--- src/rtl/clkout_pkg.sv ---
package clkout_pkg;

    localparam int CTRL_W      = 8;
    localparam int PRE_CODE_W  = 3;
    localparam int POST_CODE_W = 3;
    localparam int LAST_PRE    = 122;
    localparam int PRE_CNT_W   = $clog2(LAST_PRE);
    localparam int POST_CNT_W  = (1 << POST_CODE_W) - 1;

    typedef struct packed {
        logic [PRE_CODE_W-1:0]  pre_code;
        logic                   fast_sel;
        logic [POST_CODE_W-1:0] post_code;
        logic                   enable;
    } ctrl_t;

    function automatic logic [PRE_CNT_W-1:0] pre_last(input logic [PRE_CODE_W-1:0] code);
        logic [PRE_CNT_W-1:0] r;
        if (code == {PRE_CODE_W{1'b1}})
            r = PRE_CNT_W'(LAST_PRE - 1);
        else
            r = PRE_CNT_W'((1 << code) - 1);
        return r;
    endfunction

    function automatic logic [POST_CNT_W-1:0] post_last(input logic [POST_CODE_W-1:0] code);
        return POST_CNT_W'((1 << code) - 1);
    endfunction

endpackage

--- src/rtl/clkout_prediv.sv ---
module clkout_prediv
    import clkout_pkg::*;
(
    input  logic                  clk,
    input  logic                  rst,
    input  logic                  clear,
    input  logic                  bypass,
    input  logic [PRE_CODE_W-1:0] code,
    input  logic                  tick_in,
    output logic                  tick_out
);
    logic [PRE_CNT_W-1:0] cnt;
    logic [PRE_CNT_W-1:0] last;

    assign last = pre_last(code);

    always_ff @(posedge clk) begin
        if (rst || clear)
            cnt <= '0;
        else if (tick_in && !bypass)
            cnt <= (cnt == last) ? '0 : cnt + 1'b1;
    end

    assign tick_out = bypass ? tick_in : (tick_in && (cnt == last));

    // the pre-divider count never passes the selected ratio
    p_pre_bound_r4: assert property (@(posedge clk) disable iff (rst)
        cnt <= last);

    // while bypassed the counter does not advance
    p_pre_idle_r5: assert property (@(posedge clk) disable iff (rst)
        (bypass && !clear) |=> $stable(cnt));

endmodule

--- src/rtl/clkout_postdiv.sv ---
module clkout_postdiv
    import clkout_pkg::*;
(
    input  logic                   clk,
    input  logic                   rst,
    input  logic                   clear,
    input  logic [POST_CODE_W-1:0] code,
    input  logic                   tick_in,
    output logic                   terminal
);
    logic [POST_CNT_W-1:0] cnt;
    logic [POST_CNT_W-1:0] last;

    assign last = post_last(code);

    always_ff @(posedge clk) begin
        if (rst || clear)
            cnt <= '0;
        else if (tick_in)
            cnt <= (cnt == last) ? '0 : cnt + 1'b1;
    end

    assign terminal = tick_in && (cnt == last);

    // the post-divider count stays below 2^code
    p_post_bound_r2: assert property (@(posedge clk) disable iff (rst)
        cnt <= last);

endmodule

--- src/rtl/clkout_channel.sv ---
module clkout_channel
    import clkout_pkg::*;
(
    input  logic              clk,
    input  logic              rst,
    input  logic              slow_tick,
    input  logic              fast_tick,
    input  logic              reg_wr,
    input  logic [CTRL_W-1:0] reg_wdata,
    output logic [CTRL_W-1:0] reg_rdata,
    output logic              clk_out
);
    ctrl_t ctrl;
    logic  src_tick;
    logic  stage_tick;
    logic  wrap;
    logic  restart;

    always_ff @(posedge clk) begin
        if (rst)
            ctrl <= '0;
        else if (reg_wr)
            ctrl <= ctrl_t'(reg_wdata);
    end

    assign reg_rdata = ctrl;
    assign src_tick  = ctrl.fast_sel ? fast_tick : slow_tick;
    assign restart   = reg_wr || !ctrl.enable;

    clkout_prediv u_pre (
        .clk      (clk),
        .rst      (rst),
        .clear    (restart),
        .bypass   (!ctrl.fast_sel),
        .code     (ctrl.pre_code),
        .tick_in  (src_tick),
        .tick_out (stage_tick)
    );

    clkout_postdiv u_post (
        .clk      (clk),
        .rst      (rst),
        .clear    (restart),
        .code     (ctrl.post_code),
        .tick_in  (stage_tick),
        .terminal (wrap)
    );

    always_ff @(posedge clk) begin
        if (rst || restart)
            clk_out <= 1'b0;
        else if (wrap)
            clk_out <= ~clk_out;
    end

    // a disabled channel drives its output low
    p_gate_low_r1: assert property (@(posedge clk) disable iff (rst)
        !ctrl.enable |-> !clk_out);

    // a write always leaves the output low
    p_write_restart_r7: assert property (@(posedge clk) disable iff (rst)
        reg_wr |=> !clk_out);

    // without a selected tick and without a write the output holds
    p_hold_r3: assert property (@(posedge clk) disable iff (rst)
        (!src_tick && !reg_wr) |=> $stable(clk_out));

    // readback shows the written value in the next cycle
    p_readback_r8: assert property (@(posedge clk) disable iff (rst)
        reg_wr |=> (reg_rdata == $past(reg_wdata)));

endmodule

--- config.mk ---
export PLATFORM = sky130hd
export DESIGN_NAME = clkout_channel
export DESIGN_NICKNAME = d
export VERILOG_FILES = /design/src/rtl/clkout_pkg.sv /design/src/rtl/clkout_prediv.sv /design/src/rtl/clkout_postdiv.sv /design/src/rtl/clkout_channel.sv
export SDC_FILE = /design/constraint.sdc
export NUM_CORES = 1
export LEC_CHECK = 0
export ABC_AREA = 1
export ABC_CLOCK_PERIOD_IN_PS = 3500
export BUFFER_PORTS_ARGS = -buffer_cell sky130_fd_sc_hd__buf_2
export CORE_UTILIZATION = 30
export DETAILED_ROUTE_END_ITERATION = 12
export GPL_TIMING_DRIVEN = 0
export PLACE_DENSITY = 0.56
export SLEW_MARGIN = 25
export SYNTH_ARGS = -nofsm -noshare
export SYNTH_HDL_FRONTEND = slang
export SYNTH_HIERARCHICAL = 1
export SYNTH_SLANG_ARGS = --single-unit
--- constraint.sdc ---
create_clock -name clk -period 3.5 [get_ports clk]
set_clock_uncertainty 0.15 [all_clocks]
set_input_delay 0.35 -clock clk [delete_from_list [all_inputs] [get_ports clk]]
set_output_delay 0.35 -clock clk [all_outputs]
set_load 0.1 [all_outputs]
==> flow_metrics.env <==
export IMPL_status="finished, final reports clean"
export IMPL_worstPathRequired_ns=3.56
export IMPL_power_frac_comb_pct=26.3
export IMPL_fin_cells=324
export IMPL_cp_max_fo=8
export IMPL_synth_seq_area_share_pct=29.4
export IMPL_cts_made_buffers=3
export IMPL_holdPathStages=3
export IMPL_netlist_area_sq_um=1570
export IMPL_gp_congestion=0.751
export IMPL_swShare_pct=35.5
export IMPL_dp_cells=320
export IMPL_worst_setup_path_start_kind="register"
export IMPL_p_int_uw=392
export IMPL_hold_violations=0
export IMPL_fin_tns_setup_ns=0
export IMPL_clock_fmax_ghz=0.336
export IMPL_p_seq_share_pct=45.9
export IMPL_diodes=0
export IMPL_track_usage_pct=13.2
export IMPL_cts_buffer_depth=2
export IMPL_ant_nets=0
export IMPL_drt_pass1_iter_count=4
export IMPL_die_w_um=74.3
export IMPL_finalMaxSlewViolations=0
export IMPL_cts_tree="built"
export IMPL_hpwl_um=2520
export IMPL_async_reset_ff_share_pct=0
export IMPL_period_share_pct=85.0
export IMPL_synth_edf_count=0
export IMPL_drt_iter0_drc=69
export IMPL_num_vias=1420
export IMPL_initial_core_util_pct=32.1
export IMPL_antenna_found_initial=0
export IMPL_synth_nets=249
export IMPL_grt_pass1_wl_um=5700
export IMPL_h_tree_depth=1
export IMPL_post_drt_wl_per_cell_um=9.97
export IMPL_ys_flop_type="dfxtp_1"
export IMPL_routed_wl_um=3230
export IMPL_ys_seq_elements=23
export IMPL_slew_headroom_pct=67.8
export IMPL_syn_to_final_growth_pct=14.7
export IMPL_cts_sinks=23
export IMPL_critPathKind="reg2reg"
export IMPL_p_per_area_nw_per_um2=339
export IMPL_whs_ns=0.149
export IMPL_dp_slack_ns=0.545
export IMPL_fin_ws_ns=0.524
export IMPL_ff2ff_path_depth=22
export IMPL_rows=25
export IMPL_total_power_uw=608
export IMPL_post_cts_buffers=0
export IMPL_worst_pin_slew_ns=0.486
export IMPL_grt_overflow=0
export IMPL_post_cts_resize_count=0
export IMPL_grt_pass1_vias=1335
export IMPL_core_sq_um=4880
export IMPL_hp_class="in2reg"
export IMPL_mostFrequentLayoutCell="nand2_1"
export IMPL_syn_instance_count=233
export IMPL_clkSlewWorstSetupHoldPaths_ns=0.09
export IMPL_root_buffer="clkbuf_8"
export IMPL_vdd_ir_drop_worst_uv=154
export IMPL_clock_latency_ns=0.27
export IMPL_ioPinCount=22
export IMPL_yosysUniqueCellTypes=26
export IMPL_clock_power_share_pct=27.8
export IMPL_power_net_switching_uw=216
export IMPL_nNetsFinal=274
export IMPL_reg2reg_slack_ns=0.52
export IMPL_route_detailed_drc=0
export IMPL_p_leak_nw=0.810
export IMPL_final_cell_mix="nand2_1 (61), inv_1 (35), nor2_1 (29)"
export IMPL_grt_max_degree=14
export IMPL_synth_avg_cell_area_sq_um=6.72
export IMPL_die_h_um=74.3
export IMPL_setup_violations=0
export IMPL_min_period_ns=2.98
export IMPL_drive_gt1_share_pct=23.3
export IMPL_cts_hold_repair_buffers=0
export IMPL_die_area_sq_um=5510
export IMPL_synth_warnings=6
export IMPL_portBuffers=20
export IMPL_cp_end_kind="register"
export IMPL_drv_cap=0
export IMPL_cp_arrival_ns=3.04
export IMPL_viasPerCell=4.38
export IMPL_rsz0062_at_grt="no"
synth_stat cells (2+ instances only):
library cell | n | share of area, %
nor2_1 | 29 | 6.9
dfxtp_1 | 23 | 29
nand3_2 | 2 | 1.3
nor2_4 | 3 | 2.2
nor2_2 | 9 | 3.6
o21ai_0 | 11 | 3.5
ha_1 | 3 | 2.4
nand3_1 | 17 | 5.4
nand4_1 | 4 | 1.6
nor3_2 | 2 | 1.3
inv_1 | 35 | 8.4
nand2_1 | 61 | 15
xor2_1 | 10 | 5.6
nand2_2 | 8 | 3.2
buf_6 | 3 | 2.2
a21oi_2 | 2 | 1.1
nand3_4 | 2 | 2.2
per-stage QoR:
| step | util (%) | instance area (sq um) |
|---|---|---|
| floorplan | - | 1570 |
| global placement | 35.9 | 1750 |
| detailed placement | 35.9 | 1750 |
| CTS | 36.8 | 1800 |
| global route | 36.8 | 1800 |
| finish | 36.8 | 1800 |
critical path: stages, from the launching register on:
cell	delay, ns
dfxtp_1	0.37
buf_6	0.15
clkinv_2	0.09
nand2_2	0.09
ha_1	0.21
inv_1	0.09
nand3_1	0.09
nand3_1	0.08
nand2_1	0.07
nand2_2	0.06
nor2_4	0.14
nand3_1	0.12
a21boi_1	0.25
inv_1	0.14
a21oi_2	0.12
nand3_1	0.08
nor2_2	0.10
nand3_2	0.17
inv_1	0.12
inv_1	0.04
nand2_1	0.06
nand2_1	0.05
nor2_2	0.07
final timing paths:
kind	startpoint	end
setup / recovery	reg_rdata[7]$_SDFFE_PP0P_	clk_out$_SDFFE_PP0P_
hold / removal	reg_wdata[2]	reg_rdata[2]$_SDFFE_PP0P_
setup reg to reg	reg_rdata[7]$_SDFFE_PP0P_	clk_out$_SDFFE_PP0P_
hold reg to reg	reg_rdata[0]$_SDFFE_PP0P_	clk_out$_SDFFE_PP0P_
cell families after synthesis:
kind of cell	Yosys count	share of synthesized area [%]
simple gates	140	44.9
buf+inv	42	12.1
flops	23	29.4
compound gates	14	5.11
xor+xnor	11	6.15
fa+ha+maj	3	2.40
power groups by stage:
stage	Clock [mW]	Sequential (mW)	Combinational, mW
2_1_floorplan	0	0.328	0.0882
3_3_place_gp	0	0.285	0.159
3_5_place_dp	0	0.285	0.160
4_1_cts	0.177	0.279	0.160
5_1_grt	0.187	0.281	0.177
6_report	0.169	0.279	0.160
sequential cells by signal (all words and copies together), names as in the netlist:
signal,cells
u_post/cnt,7
u_pre/cnt,7
clk_out,1
reg_rdata,8
routing by layer:
metal	vias up	wire length, um	GRT usage, %
met5	-	0	0
met4	0	23	3.77
met3	2	95	2.03
met2	24	1480	22.0
met1	631	1630	17.7
li1	763	-	-
cell type report:
class	instances	area [sq um]
Clock inverter	1	5.00
Fill cell	555	3080
Inverter	39	155
Sequential cell	23	460
Multi-Input combinational cell	168	917
Buffer	3	33.8
Tap cell	67	83.8
Timing Repair Buffer	20	100
Clock buffer	3	41.3
(Power assumes the default switching activity.)
